==> config.mk <==
export PLATFORM = sky130hd
export DESIGN_NAME = mfsync_term
export DESIGN_NICKNAME = d
export VERILOG_FILES = /design/src/rtl/mfsync_pkg.sv /design/src/rtl/mfs_phase.sv /design/src/rtl/mfs_sync_fsm.sv /design/src/rtl/mfs_qtx.sv /design/src/rtl/mfs_schan.sv /design/src/rtl/mfsync_term.sv
export SDC_FILE = /design/constraint.sdc
export NUM_CORES = 1
export LEC_CHECK = 0
export BUFFER_PORTS_ARGS = -buffer_cell sky130_fd_sc_hd__buf_4
export CORE_UTILIZATION = 60
export DETAILED_ROUTE_END_ITERATION = 8
export HOLD_SLACK_MARGIN = 0.1
export PLACE_DENSITY = 0.8
export SETUP_SLACK_MARGIN = 0.2
export SYNTH_ARGS = -nofsm -noshare
export SYNTH_HDL_FRONTEND = slang
export SYNTH_HIERARCHICAL = 1
export SYNTH_SLANG_ARGS = --single-unit
export TNS_END_PERCENT = 20
==> constraint.sdc <==
create_clock -name clk -period 8.3 [get_ports clk]
set_input_delay 0 -clock clk [delete_from_list [all_inputs] [get_ports clk]]
set_output_delay 0 -clock clk [all_outputs]
set_load 0.03 [all_outputs]
==> src/rtl/mfsync_pkg.sv <==
package mfsync_pkg;
  localparam int MF_FRAMES_DEF = 20;
  localparam int Q_STRIDE_DEF  = 5;

  typedef enum logic {
    MF_HUNT = 1'b0,
    MF_LOCK = 1'b1
  } mf_state_e;

  function automatic int q_width(input int frames, input int stride);
    return frames / stride;
  endfunction
endpackage

==> src/rtl/mfs_phase.sv <==
module mfs_phase #(
  parameter  int FRAMES = 20,
  parameter  int STRIDE = 5,
  localparam int POS_W  = $clog2(FRAMES)
) (
  input  logic             clk,
  input  logic             rst,
  input  logic             en,
  input  logic             stb,
  input  logic             hunting,
  input  logic             rx_fa,
  input  logic             rx_n,
  input  logic             rx_m,
  output logic [POS_W-1:0] pos_now,
  output logic             pos_zero,
  output logic             q_slot,
  output logic             pat_err,
  output logic             realign,
  output logic             at_start,
  output logic             mf_last,
  output logic             phased
);
  localparam logic [POS_W-1:0] LAST = POS_W'(FRAMES - 1);

  logic [POS_W-1:0] pos_reg;
  logic [POS_W-1:0] pos_inc;
  logic             grab;

  assign pos_inc = (pos_reg == LAST) ? '0 : pos_reg + 1'b1;
  // an M bit seen while hunting pins the frame count
  assign grab    = hunting && rx_m;
  assign pos_now = grab ? '0 : (phased ? pos_inc : '0);
  assign pos_zero = (pos_now == '0);
  assign q_slot  = ((pos_now % POS_W'(STRIDE)) == '0);
  assign pat_err = (rx_m != pos_zero) || (rx_fa != q_slot) || (rx_n == q_slot);
  assign realign = grab && phased && (pos_inc != '0);
  assign at_start = pos_zero && (phased || grab);
  assign mf_last = phased && (pos_now == LAST);

  always_ff @(posedge clk) begin
    if (rst || !en) begin
      pos_reg <= '0;
      phased  <= 1'b0;
    end else if (stb) begin
      pos_reg <= pos_now;
      if (grab) phased <= 1'b1;
    end
  end

  pos_bound_chk: assert property (@(posedge clk) disable iff (rst)
    pos_reg <= LAST);


  realign_zero_chk: assert property (@(posedge clk) disable iff (rst)
    (stb && en && realign) |=> (pos_reg == '0));

  idle_hold_chk: assert property (@(posedge clk) disable iff (rst)
    (!stb && en) |=> $stable(pos_reg));
endmodule

==> src/rtl/mfs_sync_fsm.sv <==
module mfs_sync_fsm
  import mfsync_pkg::*;
#(
  parameter  int ACQ_MF  = 2,
  parameter  int LOSS_MF = 2,
  localparam int GW      = $clog2(ACQ_MF + 1),
  localparam int BW      = $clog2(LOSS_MF + 1)
) (
  input  logic clk,
  input  logic rst,
  input  logic en,
  input  logic stb,
  input  logic pat_err,
  input  logic realign,
  input  logic at_start,
  input  logic mf_last,
  output logic hunting,
  output logic locked,
  output logic lock_nxt
);
  mf_state_e       st, st_n;
  logic [GW-1:0]   good, good_n;
  logic [BW-1:0]   bad, bad_n;
  logic            mf_bad, mf_bad_n;
  logic            bad_now;

  assign bad_now = mf_bad | pat_err;

  always_comb begin
    st_n     = st;
    good_n   = good;
    bad_n    = bad;
    mf_bad_n = mf_bad;
    if (stb) begin
      if (at_start) begin
        mf_bad_n = pat_err;
        if (realign) good_n = '0;
      end else if (mf_last) begin
        mf_bad_n = 1'b0;
        if (st == MF_HUNT) begin
          if (bad_now) begin
            good_n = '0;
          end else if (good == GW'(ACQ_MF - 1)) begin
            st_n   = MF_LOCK;
            good_n = '0;
            bad_n  = '0;
          end else begin
            good_n = good + 1'b1;
          end
        end else begin
          if (!bad_now) begin
            bad_n = '0;
          end else if (bad == BW'(LOSS_MF - 1)) begin
            st_n   = MF_HUNT;
            bad_n  = '0;
            good_n = '0;
          end else begin
            bad_n = bad + 1'b1;
          end
        end
      end else begin
        mf_bad_n = bad_now;
      end
    end
  end

  always_ff @(posedge clk) begin
    if (rst || !en) begin
      st     <= MF_HUNT;
      good   <= '0;
      bad    <= '0;
      mf_bad <= 1'b0;
    end else begin
      st     <= st_n;
      good   <= good_n;
      bad    <= bad_n;
      mf_bad <= mf_bad_n;
    end
  end

  assign hunting  = (st == MF_HUNT);
  assign locked   = (st == MF_LOCK);
  assign lock_nxt = en && (st_n == MF_LOCK);


  lock_at_boundary_chk: assert property (@(posedge clk) disable iff (rst)
    $rose(locked) |-> $past(stb && mf_last && en));


  loss_at_boundary_chk: assert property (@(posedge clk) disable iff (rst)
    $fell(locked) |-> $past(!en || (stb && mf_last)));


  disable_unlock_chk: assert property (@(posedge clk) disable iff (rst)
    !en |=> !locked);

  good_bound_chk: assert property (@(posedge clk) disable iff (rst)
    good < GW'(ACQ_MF));
endmodule

==> src/rtl/mfs_qtx.sv <==
module mfs_qtx #(
  parameter int QW = 4
) (
  input  logic          clk,
  input  logic          rst,
  input  logic          en,
  input  logic          locked,
  input  logic          stb,
  input  logic          pos_zero,
  input  logic          q_slot,
  input  logic          rx_fa,
  input  logic [QW-1:0] q_in,
  output logic          tx_fa
);
  logic [QW-1:0] q_shift;
  logic          sending;

  assign sending = en && locked;

  always_ff @(posedge clk) begin
    if (rst) begin
      tx_fa   <= 1'b0;
      q_shift <= '0;
    end else if (stb) begin
      if (sending) begin
        if (pos_zero) begin
          // codeword captured once, at frame 1
          tx_fa   <= q_in[QW-1];
          q_shift <= q_in << 1;
        end else if (q_slot) begin
          tx_fa   <= q_shift[QW-1];
          q_shift <= q_shift << 1;
        end else begin
          tx_fa <= 1'b0;
        end
      end else begin
        tx_fa <= rx_fa;
      end
    end
  end


  mirror_chk: assert property (@(posedge clk) disable iff (rst)
    (stb && !sending) |=> (tx_fa == $past(rx_fa)));


  idle_slot_zero_chk: assert property (@(posedge clk) disable iff (rst)
    (stb && sending && !q_slot) |=> !tx_fa);

  hold_between_chk: assert property (@(posedge clk) disable iff (rst)
    !stb |=> $stable(tx_fa));
endmodule

==> src/rtl/mfs_schan.sv <==
module mfs_schan #(
  parameter  int FRAMES = 20,
  localparam int POS_W  = $clog2(FRAMES)
) (
  input  logic              clk,
  input  logic              rst,
  input  logic              stb,
  input  logic              commit,
  input  logic [POS_W-1:0]  pos_now,
  input  logic              rx_s,
  output logic [FRAMES-1:0] s_data,
  output logic              irq_mf,
  output logic              irq_sc
);
  logic [FRAMES-1:0] s_shadow;
  logic [FRAMES-1:0] s_next;

  always_comb begin
    s_next          = s_shadow;
    s_next[pos_now] = rx_s;
  end

  always_ff @(posedge clk) begin
    if (rst) begin
      s_shadow <= '0;
      s_data   <= '0;
      irq_mf   <= 1'b0;
      irq_sc   <= 1'b0;
    end else begin
      irq_mf <= 1'b0;
      irq_sc <= 1'b0;
      if (stb) begin
        s_shadow <= s_next;
        if (commit) begin
          s_data <= s_next;
          irq_mf <= 1'b1;
          irq_sc <= (s_next != s_data);
        end
      end
    end
  end


  s_only_at_boundary_chk: assert property (@(posedge clk) disable iff (rst)
    (s_data != $past(s_data)) |-> irq_mf);


  mf_pulse_chk: assert property (@(posedge clk) disable iff (rst)
    irq_mf |=> !irq_mf);


  sc_with_mf_chk: assert property (@(posedge clk) disable iff (rst)
    irq_sc |-> irq_mf);
endmodule

==> src/rtl/mfsync_term.sv <==
module mfsync_term
  import mfsync_pkg::*;
#(
  parameter  int FRAMES_PER_MF = MF_FRAMES_DEF,
  parameter  int Q_STRIDE      = Q_STRIDE_DEF,
  parameter  int ACQ_MF        = 2,
  parameter  int LOSS_MF       = 2,
  localparam int QW            = q_width(FRAMES_PER_MF, Q_STRIDE),
  localparam int POS_W         = $clog2(FRAMES_PER_MF)
) (
  input  logic                     clk,
  input  logic                     rst,
  input  logic                     frm_stb,
  input  logic                     rx_fa,
  input  logic                     rx_n,
  input  logic                     rx_m,
  input  logic                     rx_s,
  input  logic                     mf_en,
  input  logic [QW-1:0]            q_data,
  output logic                     tx_fa,
  output logic                     mf_sync,
  output logic [FRAMES_PER_MF-1:0] s_data,
  output logic                     irq_mf,
  output logic                     irq_sc
);
  logic [POS_W-1:0] pos_now;
  logic pos_zero, q_slot, pat_err, realign, at_start, mf_last, phased;
  logic hunting, locked, lock_nxt, commit;

  mfs_phase #(.FRAMES(FRAMES_PER_MF), .STRIDE(Q_STRIDE)) u_phase (
    .clk(clk), .rst(rst), .en(mf_en), .stb(frm_stb), .hunting(hunting),
    .rx_fa(rx_fa), .rx_n(rx_n), .rx_m(rx_m),
    .pos_now(pos_now), .pos_zero(pos_zero), .q_slot(q_slot),
    .pat_err(pat_err), .realign(realign), .at_start(at_start),
    .mf_last(mf_last), .phased(phased)
  );

  mfs_sync_fsm #(.ACQ_MF(ACQ_MF), .LOSS_MF(LOSS_MF)) u_fsm (
    .clk(clk), .rst(rst), .en(mf_en), .stb(frm_stb),
    .pat_err(pat_err), .realign(realign), .at_start(at_start),
    .mf_last(mf_last), .hunting(hunting), .locked(locked),
    .lock_nxt(lock_nxt)
  );

  mfs_qtx #(.QW(QW)) u_qtx (
    .clk(clk), .rst(rst), .en(mf_en), .locked(locked), .stb(frm_stb),
    .pos_zero(pos_zero), .q_slot(q_slot), .rx_fa(rx_fa), .q_in(q_data),
    .tx_fa(tx_fa)
  );

  assign commit = frm_stb && mf_last && lock_nxt;

  mfs_schan #(.FRAMES(FRAMES_PER_MF)) u_schan (
    .clk(clk), .rst(rst), .stb(frm_stb), .commit(commit),
    .pos_now(pos_now), .rx_s(rx_s), .s_data(s_data),
    .irq_mf(irq_mf), .irq_sc(irq_sc)
  );

  assign mf_sync = locked;


  resync_needs_phase_chk: assert property (@(posedge clk) disable iff (rst)
    mf_sync |-> phased);


  irq_only_aligned_chk: assert property (@(posedge clk) disable iff (rst)
    irq_mf |-> mf_sync);
endmodule

After elaboration in Yosys (flattened, before gate mapping)
Cells that the tools add are included.
Word-level totals
  flip-flop bits (word level): 59
  bits in latches: 0
  bits in writable memories: 0
  bits in read-only memories: 0
  input bits: 12
  output and inout bits: 24
  word-level logic and storage cells: 98
  memories kept: 0
Cells by class
  add/sub/neg operators: 3
  multiply operators: 0
  div/mod/pow operators: 1
  $lt $le $gt $ge: 2
  equal/unequal tests: 12
  shifts and indexed selects: 0
  multiplexer cells: 35
  bitwise logic cells: 5
  reduce and logical (&&, ||, !) cells: 28
Operators with widths (number)
  $mux 2: 13
  $bwmux 20: 1
  $ne 20x20->1: 1
  $mux 1: 15
  $mux 5: 3
  $eq 5x5->1 const B: 2
  $logic_and 1x1->1: 10
  $logic_not 5->1: 2
  $reduce_and 5->1: 2
  $mux 4: 2
  $lt 5x6->1 const B: 1
  $ne 3x3->1 const B: 2
  $reduce_bool 2->1: 3
  $add 5x1->5 const B: 1
  $demux 1 s5: 1
  $ge 5x1->1 const B: 1
  $mod 5x3->5 const B: 1
  $reduce_bool 5->1: 1
  $add 2x1->2 const B: 2
  $eq 2x1->1 const B: 2
  $logic_or 1x1->1: 4
  $not 1->1: 4
  $reduce_and 2->1: 2
  $reduce_and 3->1: 1
  8 further kinds: 9

Longest topological paths before layout
Gate-level depths: netlist of the first run.
  depth after elaboration: 19
  mapped depth: 24
  mapped depth without buffers: 21

Cells and area by module
The synthesis of the first run kept the hierarchy.
Modules (own cells, without submodules)
  mfs_schan: times used 1, cells each 322, area an instance 2497.4 um2, seq. area each 840.8 um2
  mfs_phase: times used 1, cells each 107, area an instance 867.1 um2, seq. area each 120.1 um2
  mfs_sync_fsm: times used 1, cells each 42, area an instance 365.4 um2, seq. area each 120.1 um2
  mfs_qtx: times used 1, cells each 21, area an instance 196.4 um2, seq. area each 80.1 um2
  mfsync_term: times used 1, cells each 1, area an instance 6.3 um2, seq. area each 0.0 um2

Least setup slack after synthesis of the first run
No wires, ideal clock.
  path type: register -> register
  start point: register u_phase.pos_reg[0]
  end point: register u_schan.s_data[13]
  setup time: 0.091 ns
  data arrival time: 4.322 ns
  required time: 8.209 ns
  slack: 3.887 ns
  cell stages (with the launch flop): 24
  path buffers: 3
  clock period less this slack: 4.413 ns
  path through: dfxtp_1 -> ha_1 -> buf_6 -> nand2_1 -> o22a_1 -> o221ai_1 -> o21ai_1 -> or2_2 -> ha_1 -> nand2_1 -> nor3_1 -> a31oi_1 -> a31oi_1 -> a211o_1 -> mux2_4 -> or2_1 -> a31oi_1 -> and2_1 -> and3_1 -> and2_1 -> clkbuf_1 -> clkbuf_1 -> nor2_1 -> a311oi_1
Between the ends
  cells in the longest elaborated chain, start to end: 18
  elaborated cells on any way between the ends: 33
  those cells by class: 1 x add/sub; 1 x div; 2 x order compare; 5 x eq/ne; 12 x mux; 1 x bitwise; 11 x reduce/logical
Ends and longest elaborated chain
  from (decl): line mfs_phase.sv:25  | logic [POS_W-1:0] pos_reg;
  from (signal assigned): line mfs_phase.sv:45  | pos_reg <= pos_now;
  $add 5x1->5 / $eq 5x5->1 (equally long branches): line mfs_phase.sv:29  | assign pos_inc = (pos_reg == LAST) ? '0 : pos_reg + 1'b1;
  $mux 5 (*): line mfs_phase.sv:29
  $mux 5 (*) (2 in series): line mfs_phase.sv:32  | assign pos_now = grab ? '0 : (phased ? pos_inc : '0);
  $mod 5x3->5 (*): line mfs_phase.sv:34  | assign q_slot = ((pos_now % POS_W'(STRIDE)) == '0);
  $logic_not 5->1 (*): line mfs_phase.sv:34
  net q_slot: line mfsync_term.sv:27  | logic pos_zero, q_slot, pat_err, realign, at_start, mf_last, phased;
  $ne 1x1->1: line mfs_phase.sv:35  | assign pat_err = (rx_m != pos_zero) || (rx_fa != q_slot) || (rx_n == q_slot);
  $logic_or 1x1->1: line mfs_phase.sv:35
  [1 not listed]
  net pat_err: line mfsync_term.sv:27
  [3 not listed]
  $mux 1 (*): line mfs_sync_fsm.sv:38  | end else if (mf_last) begin
  $mux 1 (*): line mfs_sync_fsm.sv:35  | if (at_start) begin
  $mux 1 (*): line mfs_sync_fsm.sv:34  | if (stb) begin
  $logic_and 1x1->1 (*): line mfs_sync_fsm.sv:83  | assign lock_nxt = en && (st_n == MF_LOCK);
  net lock_nxt: line mfsync_term.sv:28  | logic hunting, locked, lock_nxt, commit;
  $logic_and 1x1->1 (*): line mfsync_term.sv:51  | assign commit = frm_stb && mf_last && lock_nxt;
  net commit: line mfsync_term.sv:28
  $reduce_and 2->1 (no source line) (*)
  to (signal assigned): line mfs_schan.sv:35  | s_data <= s_next;
  to (decl): line mfs_schan.sv:11  | output logic [FRAMES-1:0] s_data,
The timed path passes the listed nets; every way through them passes the cells marked *.
A chain may end at the register's enable or synchronous reset.

Worst setup path in the final report of the first run
  start point: register u_phase.pos_reg[0]
  end point: register u_schan.s_data[15]
Same word-level chain as after synthesis.

==> results list, run 1 <==
- The floorplan step set the die height to 83.0 µm.
- Buffers from clock root to sink, at most: 2
- Vias: 3770
- ANT cells: 0
- Number of max-slew violations in the final report: 0
- Last weighted congestion value of the routability-driven placer: 0.935
- Setup repair after global routing left no endpoint under its margin.
- The area growth from synthesis to layout is 9.93%.
- F_max: 0.200 GHz
* Data arrival time of the critical path: 5.26 ns
- The number of global-route vias before repair was 3371.
- Largest stage delay on the critical path: 0.53 ns
- Clock buffer count from CTS: 9
* Hold endpoint: u_schan/s_shadow[5]
- When the netlist entered floorplanning its net count stood at 508.
- Combined global-route utilization of all metal layers: 29.9%
- Count of buffering cells on the critical path with inverters included: 1
- The critical path in this run is classified as reg2reg.
* Count of boundary I/O pins: 36
* Count of cells along the worst hold path: 2
* Post-detailed-route DRC marker count: 0
* Worst-case clock skew: 0.00981 ns
* Biggest area contributors in the synthesized netlist: sky130_fd_sc_hd__dfxtp_1 30%, sky130_fd_sc_hd__mux2i_1 7.9%, sky130_fd_sc_hd__nor2_1 6.2%, sky130_fd_sc_hd__a21oi_1 3.8%, sky130_fd_sc_hd__nand3_1 3.8%
- Top cell type's share of synthesized area: 29.5%
- Of all flip-flops after synthesis, the portion carrying an async set or reset was 0%.
- STA classifies the critical path startpoint as a register.
* Worst setup slack before clock tree synthesis: 3.33 ns
- Once detail routing completed, the nets flagged for antenna violations numbered 0.
* Final hold violation count: 0
- Setup violations remaining at the end of the flow were counted as 0.
- Top metal layer carrying routed signals: met4
* Post-layout util: 68.1%
- Metal-1 WL: 4480 µm
- Portion of the post-synthesis area used by sequential elements: 29.5%
- Fill count: 536
- The min-delay analysis places its worst path in the category in2reg.
- Final wirelength: 9980 µm
- For the pin with the worst max-slew slack, the measured transition is 1.06 ns.
- In this run the standard cell core region covers 6350 µm².
- Reg-to-reg slack, setup: 3.29 ns
- At the worst endpoint, the required time is 8.55 ns.
- Global-route wire length before repair: 16700 µm
- Slack of the critical path: 3.29 ns
- Smallest hold slack: 0.118 ns
* Number of distinct library cells after synthesis: 78
- Syn Inst Count: 493
- Mean number of vias per cell: 6.37
- For this design, the slowest cell found on the critical path is sky130_fd_sc_hd__ha_1.
* Top fanout value on the critical path: 40
- Kind of cell adding the most delay to the critical path: compound AO/OA/AOI/OAI gates
- After global routing the overflow that remains totals 0.
- Input and output buffers added on the ports amount to 35.
* Slew headroom: 29.0%
- The first detailed-routing pass took 5 iterations.
- After clock tree synthesis, the clock-pin slew on the worst setup and hold paths is 0.07 ns.
- The net count of the finished layout is 525.
* Worst min-delay path startpoint: rst
- The worst register-to-register path begins at u_phase/pos_reg[0].
* Lkg Pwr: 1.64 nW
- Post-cts hold buffer count: 6
- The floorplan step defined a die boundary enclosing 6880 µm².
- CTS Sinks: 58
* Htree depth: 3
- Count of flip-flops with a built-in enable after synthesis: 0
* Power density over the cells: 124 nW/µm²
* Final critical path time including I/O delays and setup: 5.01 ns
- The largest total area in the synthesized netlist belongs to sky130_fd_sc_hd__dfxtp_1.
* Placed wire-length estimate: 6700 µm
* Resized cells post-CTS: 0
* Row count: 29
- After detailed placement, the design holds a cell count of 570.
- Most used cell along the critical path: sky130_fd_sc_hd__a31oi_1
* Number of antenna violations at the first check in global routing: 0
- Avg WL per Cell: 16.9 µm
- After the flow finishes, the layout carries non-filler instances totaling 592.
* Met3 wirelength from detailed routing: 913 µm
- Clock latency on the worst-skew pair: 0.34 ns
* Accumulated negative setup slack: 0 ns
- Crit end category: register
- Flip-flop and latch count after synthesis: 58
- Post-CTS setup buffers: 0
- The flow ran to the end, and the final reports show no timing, DRC or antenna violations.
- In this run the cell area of the synthesized design comes to 3930 µm².
* Fraction of layout cells with a size suffix above 1: 15.7%
- Maximum resistive drop on vdd: 0.180 mV
* DR WL met2: 4440 µm
* YS warnings: 6
- Traced cell by cell, the critical path runs through ha_1 > nand2b_2 > a21oi_1 > o21ai_0 > o211a_1 > o21ai_1 > or2_2 > ha_1 > nand2_1 > nor3_1 > a31oi_1 > a31oi_1 > a211o_1 > mux2_4 > or2_1 > a31oi_1 > and2_1 > and3_1 > and2_1 > buf_4 > nor2_1 > a311oi_1.
- Worst R2R Path Depth: 22
* Ratio of final minimum period to clock period: 60.4%
- Width of the chip: 83.0 µm
- End of the worst register-to-register path: u_schan/s_data[15]
* Initial detailed-routing violation count: 419
* Total of max-cap violations: 0
- CTS root buffer: sky130_fd_sc_hd__clkbuf_8
- Largest net degree at the start of global routing: 51
- Once the floorplan was initialized, standard cells occupied 61.9% of the core.
- TritonCTS clock tree: yes
- Most used flip-flop cell after synthesis: sky130_fd_sc_hd__dfxtp_1
- The average instance in the mapped netlist occupies 7.98 µm².
[worst reg2reg max path: cells and delay by family, from the launching register on]
| family | cells | cell delay [ns] |
|---|---|---|
| simple gates | 9 | 1.51 |
| compound gates | 9 | 1.50 |
| fa+ha+maj | 2 | 0.75 |
| flops | 1 | 0.48 |
| buf+inv | 1 | 0.36 |
| mux | 1 | 0.33 |
[stage by stage]
stage | instance area [µm²] | total power [mW]
2_1_floorplan | 3930 | 0.306
3_3_place_gp | 4100 | 0.316
3_5_place_dp | 4100 | 0.316
4_1_cts | 4320 | 0.540
5_1_grt | 4320 | 0.557
6_report | 4320 | 0.537
[cell usage after synthesis, types with 6 or more instances]
library cell	count
sky130_fd_sc_hd__nor3_1	10
sky130_fd_sc_hd__a31oi_1	8
sky130_fd_sc_hd__nand3b_1	6
sky130_fd_sc_hd__o21ai_1	6
sky130_fd_sc_hd__nor2b_1	10
sky130_fd_sc_hd__a21oi_1	30
sky130_fd_sc_hd__clkbuf_1	24
sky130_fd_sc_hd__nand3_1	30
sky130_fd_sc_hd__o21ai_0	20
sky130_fd_sc_hd__buf_6	6
sky130_fd_sc_hd__nand2_1	30
sky130_fd_sc_hd__a311oi_1	13
sky130_fd_sc_hd__a211oi_1	12
sky130_fd_sc_hd__xnor2_1	7
sky130_fd_sc_hd__nand2b_1	15
sky130_fd_sc_hd__nor2_1	65
sky130_fd_sc_hd__mux2i_1	31
sky130_fd_sc_hd__dfxtp_1	58
[report_power, final]
group          total [mW]  switching [mW]  internal [mW]
registers           0.280        0.000756          0.279
logic              0.0330          0.0208         0.0122
clock network       0.224           0.116          0.107
[placed cells by master (no fill, tap or decap), drive strengths merged, types with 3 or more instances in the layout]
master       count
nor2            66
dfxtp           58
buf             37
a21oi           33
nand2           32
mux2i           31
nand3           31
o21ai           28
nand2b          18
a311oi          13
a211oi          12
nor2b           11
clkbuf          11
nor3            10
a31oi            8
xnor2            8
nor4             7
inv              7
dlygate4sd3      6
nand3b           6
and3             5
and2             5
a21o             5
nor3b            5
and3b            4
clkinv           4
nand4            3
ha               3
o2111ai          3
mux2             3
or2              3
or3b             3
a2111oi          3
[worst max-delay path by stage]
stage	from	cells after the start	endpoint	slack, ns
6_report	u_phase/pos_reg[0]	22	u_schan/s_data[15]	3.29
5_1_grt	u_phase/pos_reg[1]	22	u_schan/s_data[15]	2.81
4_1_cts	u_phase/pos_reg[0]	22	u_schan/s_data[15]	3.31
3_5_place_dp	u_phase/pos_reg[0]	22	u_schan/s_data[15]	3.33
3_3_place_gp	u_phase/pos_reg[0]	22	u_schan/s_data[12]	3.51
2_1_floorplan	u_phase/pos_reg[0]	23	u_schan/s_data[13]	3.89
[metal layers]
layer | vias to the layer above | global-route usage [%]
li1 | 1841 | -
met1 | 1725 | 43.3
met2 | 188 | 43.0
met3 | 16 | 7.16
met4 | 0 | 10.5
met5 | - | 0
[area by class of cell]
cell class | count | area, µm² | share of cell area (%)
multi-input cells | 391 | 2540 | 58.7
inverters | 7 | 26.3 | 0.608
clock inverters | 5 | 31.3 | 0.724
clock buffers | 11 | 131 | 3.04
repair buffers | 43 | 338 | 7.81
well taps | 77 | 96.3 | 2.23
flip-flops and latches | 58 | 1160 | 26.9
[cells by family (layout without fill, tap and decap cells)]
family                     after synthesis  count (layout)  synth area share, %
and+or+nand+nor                        218             218                 30.0
xor gates and xnor gates                10              10                 2.70
muxes                                   34              34                 8.84
buffers and inverters                   44              66                 5.92
DFF                                     58              58                 29.5
adders and majority gates                3               3                0.955
AOI/OAI and AO/OA                      126             126                 22.0
No activity file was read; power rests on OpenSTA's default activity.
==> run 2, diff against run 1 <==
--- a/config.mk
+++ b/config.mk
@@ -5,11 +5,12 @@
 export SDC_FILE = /design/constraint.sdc
 export NUM_CORES = 1
 export LEC_CHECK = 0
+export ABC_AREA = 1
 export BUFFER_PORTS_ARGS = -buffer_cell sky130_fd_sc_hd__buf_4
-export CORE_UTILIZATION = 60
+export CORE_UTILIZATION = 54
 export DETAILED_ROUTE_END_ITERATION = 8
 export HOLD_SLACK_MARGIN = 0.1
-export PLACE_DENSITY = 0.8
+export PLACE_DENSITY = 0.76
 export SETUP_SLACK_MARGIN = 0.2
 export SYNTH_ARGS = -nofsm -noshare
 export SYNTH_HDL_FRONTEND = slang
==> constraint.sdc (replaced) <==
create_clock -name clk -period 4.03 [get_ports clk]
set_input_delay 0 -clock clk [delete_from_list [all_inputs] [get_ports clk]]
set_output_delay 0 -clock clk [all_outputs]
set_load 0.03 [all_outputs]
==> run 2 against run 1 <==
Worst setup slack got worse by 2.8 ns. Via count up 11%. Largest power group unchanged. Sequential power is 110% higher. Final cell count grew 33%. Clock-buffer cell count is 3 higher. Sequential cell count unchanged. Non-clock buffer count grew 10. Largest cell class unchanged. Power rose by 130%. Register-to-register slack worse by 2.8 ns. Critical path depth is 7 higher.
==> results list, run 2 <==
- Result of the run: completed (unchanged).
* Slack of the critical path: 0.534 ns (was 3.29 ns)
* Most instantiated library cell after synthesis: sky130_fd_sc_hd__nand2_1 (was sky130_fd_sc_hd__nor2_1)
* Power density over the cells: 268 nW/µm² (was 124 nW/µm²)
- The maximum clock path buffer count was 2 (unchanged).
- The multiplexer fraction of the synthesized cell area is 0% (was 8.85%).
- The DRC violation count after routing is 0 (unchanged).
* Fin nets: 704 (was 525)
- The number of max-slew violations in the final report is 0 (unchanged).
* 1st-pass router iterations: 5 (unchanged)
* Area of the core: 6980 µm² (was 6350 µm²)
* Async S/R FF share, synth: 0% (unchanged)
- Post-layout util: 66.9% (was 68.1%)
- The combinational family with the most area after synthesis is simple AND/OR/NAND/NOR gates (unchanged).
- Die Y-Extent: 88.0 µm (was 83.0 µm)
- Cell internal pwr: 915 µW (was 399 µW)
- Commonest non-fill, non-tap cells in the layout: 151 x sky130_fd_sc_hd__nand2_1, 114 x sky130_fd_sc_hd__inv_1, 66 x sky130_fd_sc_hd__nand3_1 (was 65 x sky130_fd_sc_hd__nor2_1, 58 x sky130_fd_sc_hd__dfxtp_1, 37 x sky130_fd_sc_hd__buf_4)
* Portion of the post-synthesis area used by sequential elements: 29.1% (was 29.5%)
* CTS Sinks: 58 (unchanged)
- The final-report setup violation count was 0 (unchanged).
- The count of mapped cells out of synthesis was 649 (was 493).
- Combined global-route utilization of all metal layers: 26.7% (was 29.9%)
- Via count of the first global-routing pass: 3733 (was 3371)
- The clock buffer count from CTS is 9 (unchanged).
* Largest net degree at the start of global routing: 45 (was 51)
* Die Outline Area: 7750 µm² (was 6880 µm²)
- Non-filler cells, final: 790 (was 592)
- The register bit total from synthesis came to 58 (unchanged).
- Min-Delay Path Class: in2reg (unchanged)
* Number of nets in the synthesized netlist: 664 (was 508)
* Smallest hold slack: 0.212 ns (was 0.118 ns)
- The post-route clock skew was 0.00462 ns (was 0.00981 ns).
- The switching power summed over all nets is 336 µW (was 138 µW).
- The average wire length per cell after detail routing is 12.6 µm (was 16.9 µm).
- Commonest cells in the netlist: 153 x sky130_fd_sc_hd__nand2_1, 114 x sky130_fd_sc_hd__inv_1, 67 x sky130_fd_sc_hd__nand3_1 (was 65 x sky130_fd_sc_hd__nor2_1, 58 x sky130_fd_sc_hd__dfxtp_1, 31 x sky130_fd_sc_hd__mux2i_1)
* Width of the chip: 88.0 µm (was 83.0 µm)
- Number of antenna violations at the first check in global routing: 0 (unchanged)
* CTS root buffer: sky130_fd_sc_hd__clkbuf_8 (unchanged)
- Remaining global-route overflow: 0 (unchanged)
* Setup CP Type: reg2reg (unchanged)
- Layout area overhead: 16.8% (was 9.93%)
- Most used flip-flop cell after synthesis: sky130_fd_sc_hd__dfxtp_1 (unchanged)
* Mean number of vias per cell: 5.29 (was 6.37)
* Placed wire-length estimate: 6830 µm (was 6700 µm)
* Biggest area contributors in the synthesized netlist: sky130_fd_sc_hd__dfxtp_1 29%, sky130_fd_sc_hd__nand2_1 14%, sky130_fd_sc_hd__inv_1 11%, sky130_fd_sc_hd__nand3_1 8.4%, sky130_fd_sc_hd__o21ai_0 6.1% (was sky130_fd_sc_hd__dfxtp_1 30%, sky130_fd_sc_hd__mux2i_1 7.9%, sky130_fd_sc_hd__nor2_1 6.2%, sky130_fd_sc_hd__a21oi_1 3.8%, sky130_fd_sc_hd__nand3_1 3.8%)
- Share of power burned in registers: 47.8% (was 52.2%)
* Placed insts: 760 (was 570)
- The power share of the clock group was 39.9% (was 41.7%).
- Unrepaired setup endpoints after global routing: true (was false).
- Final critical path time including I/O delays and setup: 3.50 ns (was 5.01 ns)
* Area post-placement: 4280 µm² (was 4100 µm²)
- The area fraction in and, or, nand and nor cells after synthesis came to 40.3% (was 30.0%).
- The post-detailed-routing wire length was 9990 µm (was 9980 µm).
- Critical Path RT: 4.29 ns (was 8.55 ns)
- Syn avg cell area: 6.16 µm² (was 7.98 µm²)
- The pre-CTS setup slack is 0.310 ns (was 3.33 ns).
- The fraction of post-synthesis cell area in the top cell type by area was 29.1% (was 29.5%).
- The final estimated routing congestion in global placement is 0.962 (was 0.935).
- Top fanout value on the critical path: 6 (was 40)
* Startpoint type of the worst setup path: register (unchanged)
- Power share of the combinational group: 12.3% (was 6.1%)
- Data arrival time of the critical path: 3.76 ns (was 5.26 ns)
- The total number of H-tree levels is 3 (unchanged).
* Most used cell along the critical path: sky130_fd_sc_hd__nand2_2 (was sky130_fd_sc_hd__a31oi_1)
- The warning count from the yosys run is 6 (unchanged).
- Fraction of the mapped netlist area in compound gates: 13.8% (was 22.0%)
* Number of distinct library cells after synthesis: 39 (was 78)
- Clock latency on the worst-skew pair: 0.33 ns (was 0.34 ns)
- ANT cells: 0 (unchanged)
- The switching share of power came to 26.9% (was 25.7%).
- The remaining antenna violation count after routing is 0 (unchanged).
- TritonCTS clock tree: yes (unchanged)
- Total standard cell area after synthesis: 4000 µm² (was 3930 µm²)
* Post-synthesis cell type with the largest combined area: sky130_fd_sc_hd__dfxtp_1 (unchanged)
- F_max: 0.286 GHz (was 0.200 GHz)
* Maximum resistive drop on vdd: 0.214 mV (was 0.180 mV)
- IO Port Bufs: 35 (unchanged)
* Final std cell area, no fill: 4670 µm² (was 4320 µm²)
* Initial cell density of the core: 57.2% (was 61.9%)
- Master of the slowest instance on the critical path: sky130_fd_sc_hd__dfxtp_4 (was sky130_fd_sc_hd__ha_1)
- Largest stage delay on the critical path: 0.40 ns (was 0.53 ns)
- Slew of the pin with the lowest slew margin: 0.974 ns (was 1.06 ns)
- The critical path capture point type is a register (unchanged).
- Lkg Pwr: 2.44 nW (was 1.64 nW)
- The number of enable-type register cells in the synthesized netlist was 0 (unchanged).
* Fraction of layout cells with a size suffix above 1: 18.0% (was 15.7%)
- The wire length of the first global-routing pass came to 16300 µm (was 16700 µm).
- The tightest slew margin relative to the limit was 35.0% (was 29.0%).
* Vias: 4182 (was 3770)
* Row count: 30 (was 29)
- The setup total negative slack is 0 ns (unchanged).
- Initial detailed-routing violation count: 217 (was 419)
- Adder and majority cell fraction of the synthesized area: 0.939% (was 0.955%)
- Power, Total: 1.25 mW (was 537 µW)
- Commonest non-fill, non-tap cell in the layout: sky130_fd_sc_hd__nand2_1 (was sky130_fd_sc_hd__nor2_1)
* Xor/xnor cell area share of the yosys netlist: 0.219% (was 2.70%)
* Clock transition at the registers of the reported paths: 0.06 ns (was 0.07 ns)
- Total of max-cap violations: 0 (unchanged)
- The share of the cycle needed by the critical path after routing came to 86.8% (was 60.4%).
- Final hold violation count: 0 (unchanged)
- Count of boundary I/O pins: 36 (unchanged)
-- run 2: changes by cell type after synthesis, moves of 14 or more --
| cell | before | now |
|---|---|---|
| sky130_fd_sc_hd__nand3_1 | 30 | 67 |
| sky130_fd_sc_hd__o21ai_0 | 20 | 49 |
| sky130_fd_sc_hd__a21oi_1 | 30 | 45 |
| sky130_fd_sc_hd__nand2_1 | 30 | 153 |
| sky130_fd_sc_hd__inv_1 | 4 | 114 |
| sky130_fd_sc_hd__mux2i_1 | 31 | 0 |
| sky130_fd_sc_hd__nand4_1 | 3 | 17 |
| sky130_fd_sc_hd__nor2_1 | 65 | 45 |
| sky130_fd_sc_hd__nand2b_1 | 15 | 0 |
-- run 2: final cells by class --
| class | instances | area [µm²] |
|---|---|---|
| clock buffers | 14 | 173 |
| clock inverters | 2 | 10.0 |
| fillers | 663 | 2310 |
| inverters | 130 | 499 |
| multi-input cells | 437 | 2240 |
| flip-flops and latches | 58 | 1170 |
| well taps | 96 | 120 |
| repair buffers | 53 | 453 |
-- run 2: routing by layer --
metal	vias up	wire (µm)	track usage [%]
met5	-	0	0
met4	0	163	10.6
met3	21	597	5.66
met2	125	4860	46.9
met1	1904	4370	31.8
li1	2132	-	-
-- run 2: repair_timing --
item                       CTS  global route
resized for setup            0            17
hold buffers                10             0
buffers inserted             0             3
hold endpoints to repair    18             0
setup endpoints to repair    0            22
-- run 2: final timing paths --
path | depth (start not counted) | slack [ns] | start | end
hold reg to reg | 2 | 0.44 | u_fsm/good[1] | u_fsm/good[1]
hold / removal | 2 | 0.21 | rst | u_schan/s_data[19]
setup reg to reg | 29 | 0.53 | u_phase/pos_reg[0] | u_schan/irq_sc
setup / recovery | 29 | 0.53 | u_phase/pos_reg[0] | u_schan/irq_sc
-- run 2: power by group through the flow --
stage	combinational [mW]	sequential [mW]	clock [mW]
2_1_floorplan	0.108	0.610	0
3_3_place_gp	0.139	0.611	0
3_5_place_dp	0.143	0.611	0
5_1_grt	0.175	0.599	0.540
4_1_cts	0.151	0.599	0.512
6_report	0.154	0.598	0.499
-- run 2: logic make-up (layout without fill, tap and decap cells) --
logic type	Yosys count	in the layout
buffers and inverters	154	199
adder cells (fa/ha/maj)	3	3
flip-flops	58	58
AND/OR/NAND/NOR	331	331
AO/OA/AOI/OAI	102	102
XOR/XNOR	1	1
-- run 2: critical path: cells and delay by family, from the launching register on --
kind | cells | cell delay [ns]
buffers and inverters | 3 | 0.24
flip-flops | 1 | 0.40
AO/OA/AOI/OAI | 2 | 0.25
AND/OR/NAND/NOR | 22 | 2.20
adder cells (fa/ha/maj) | 2 | 0.36
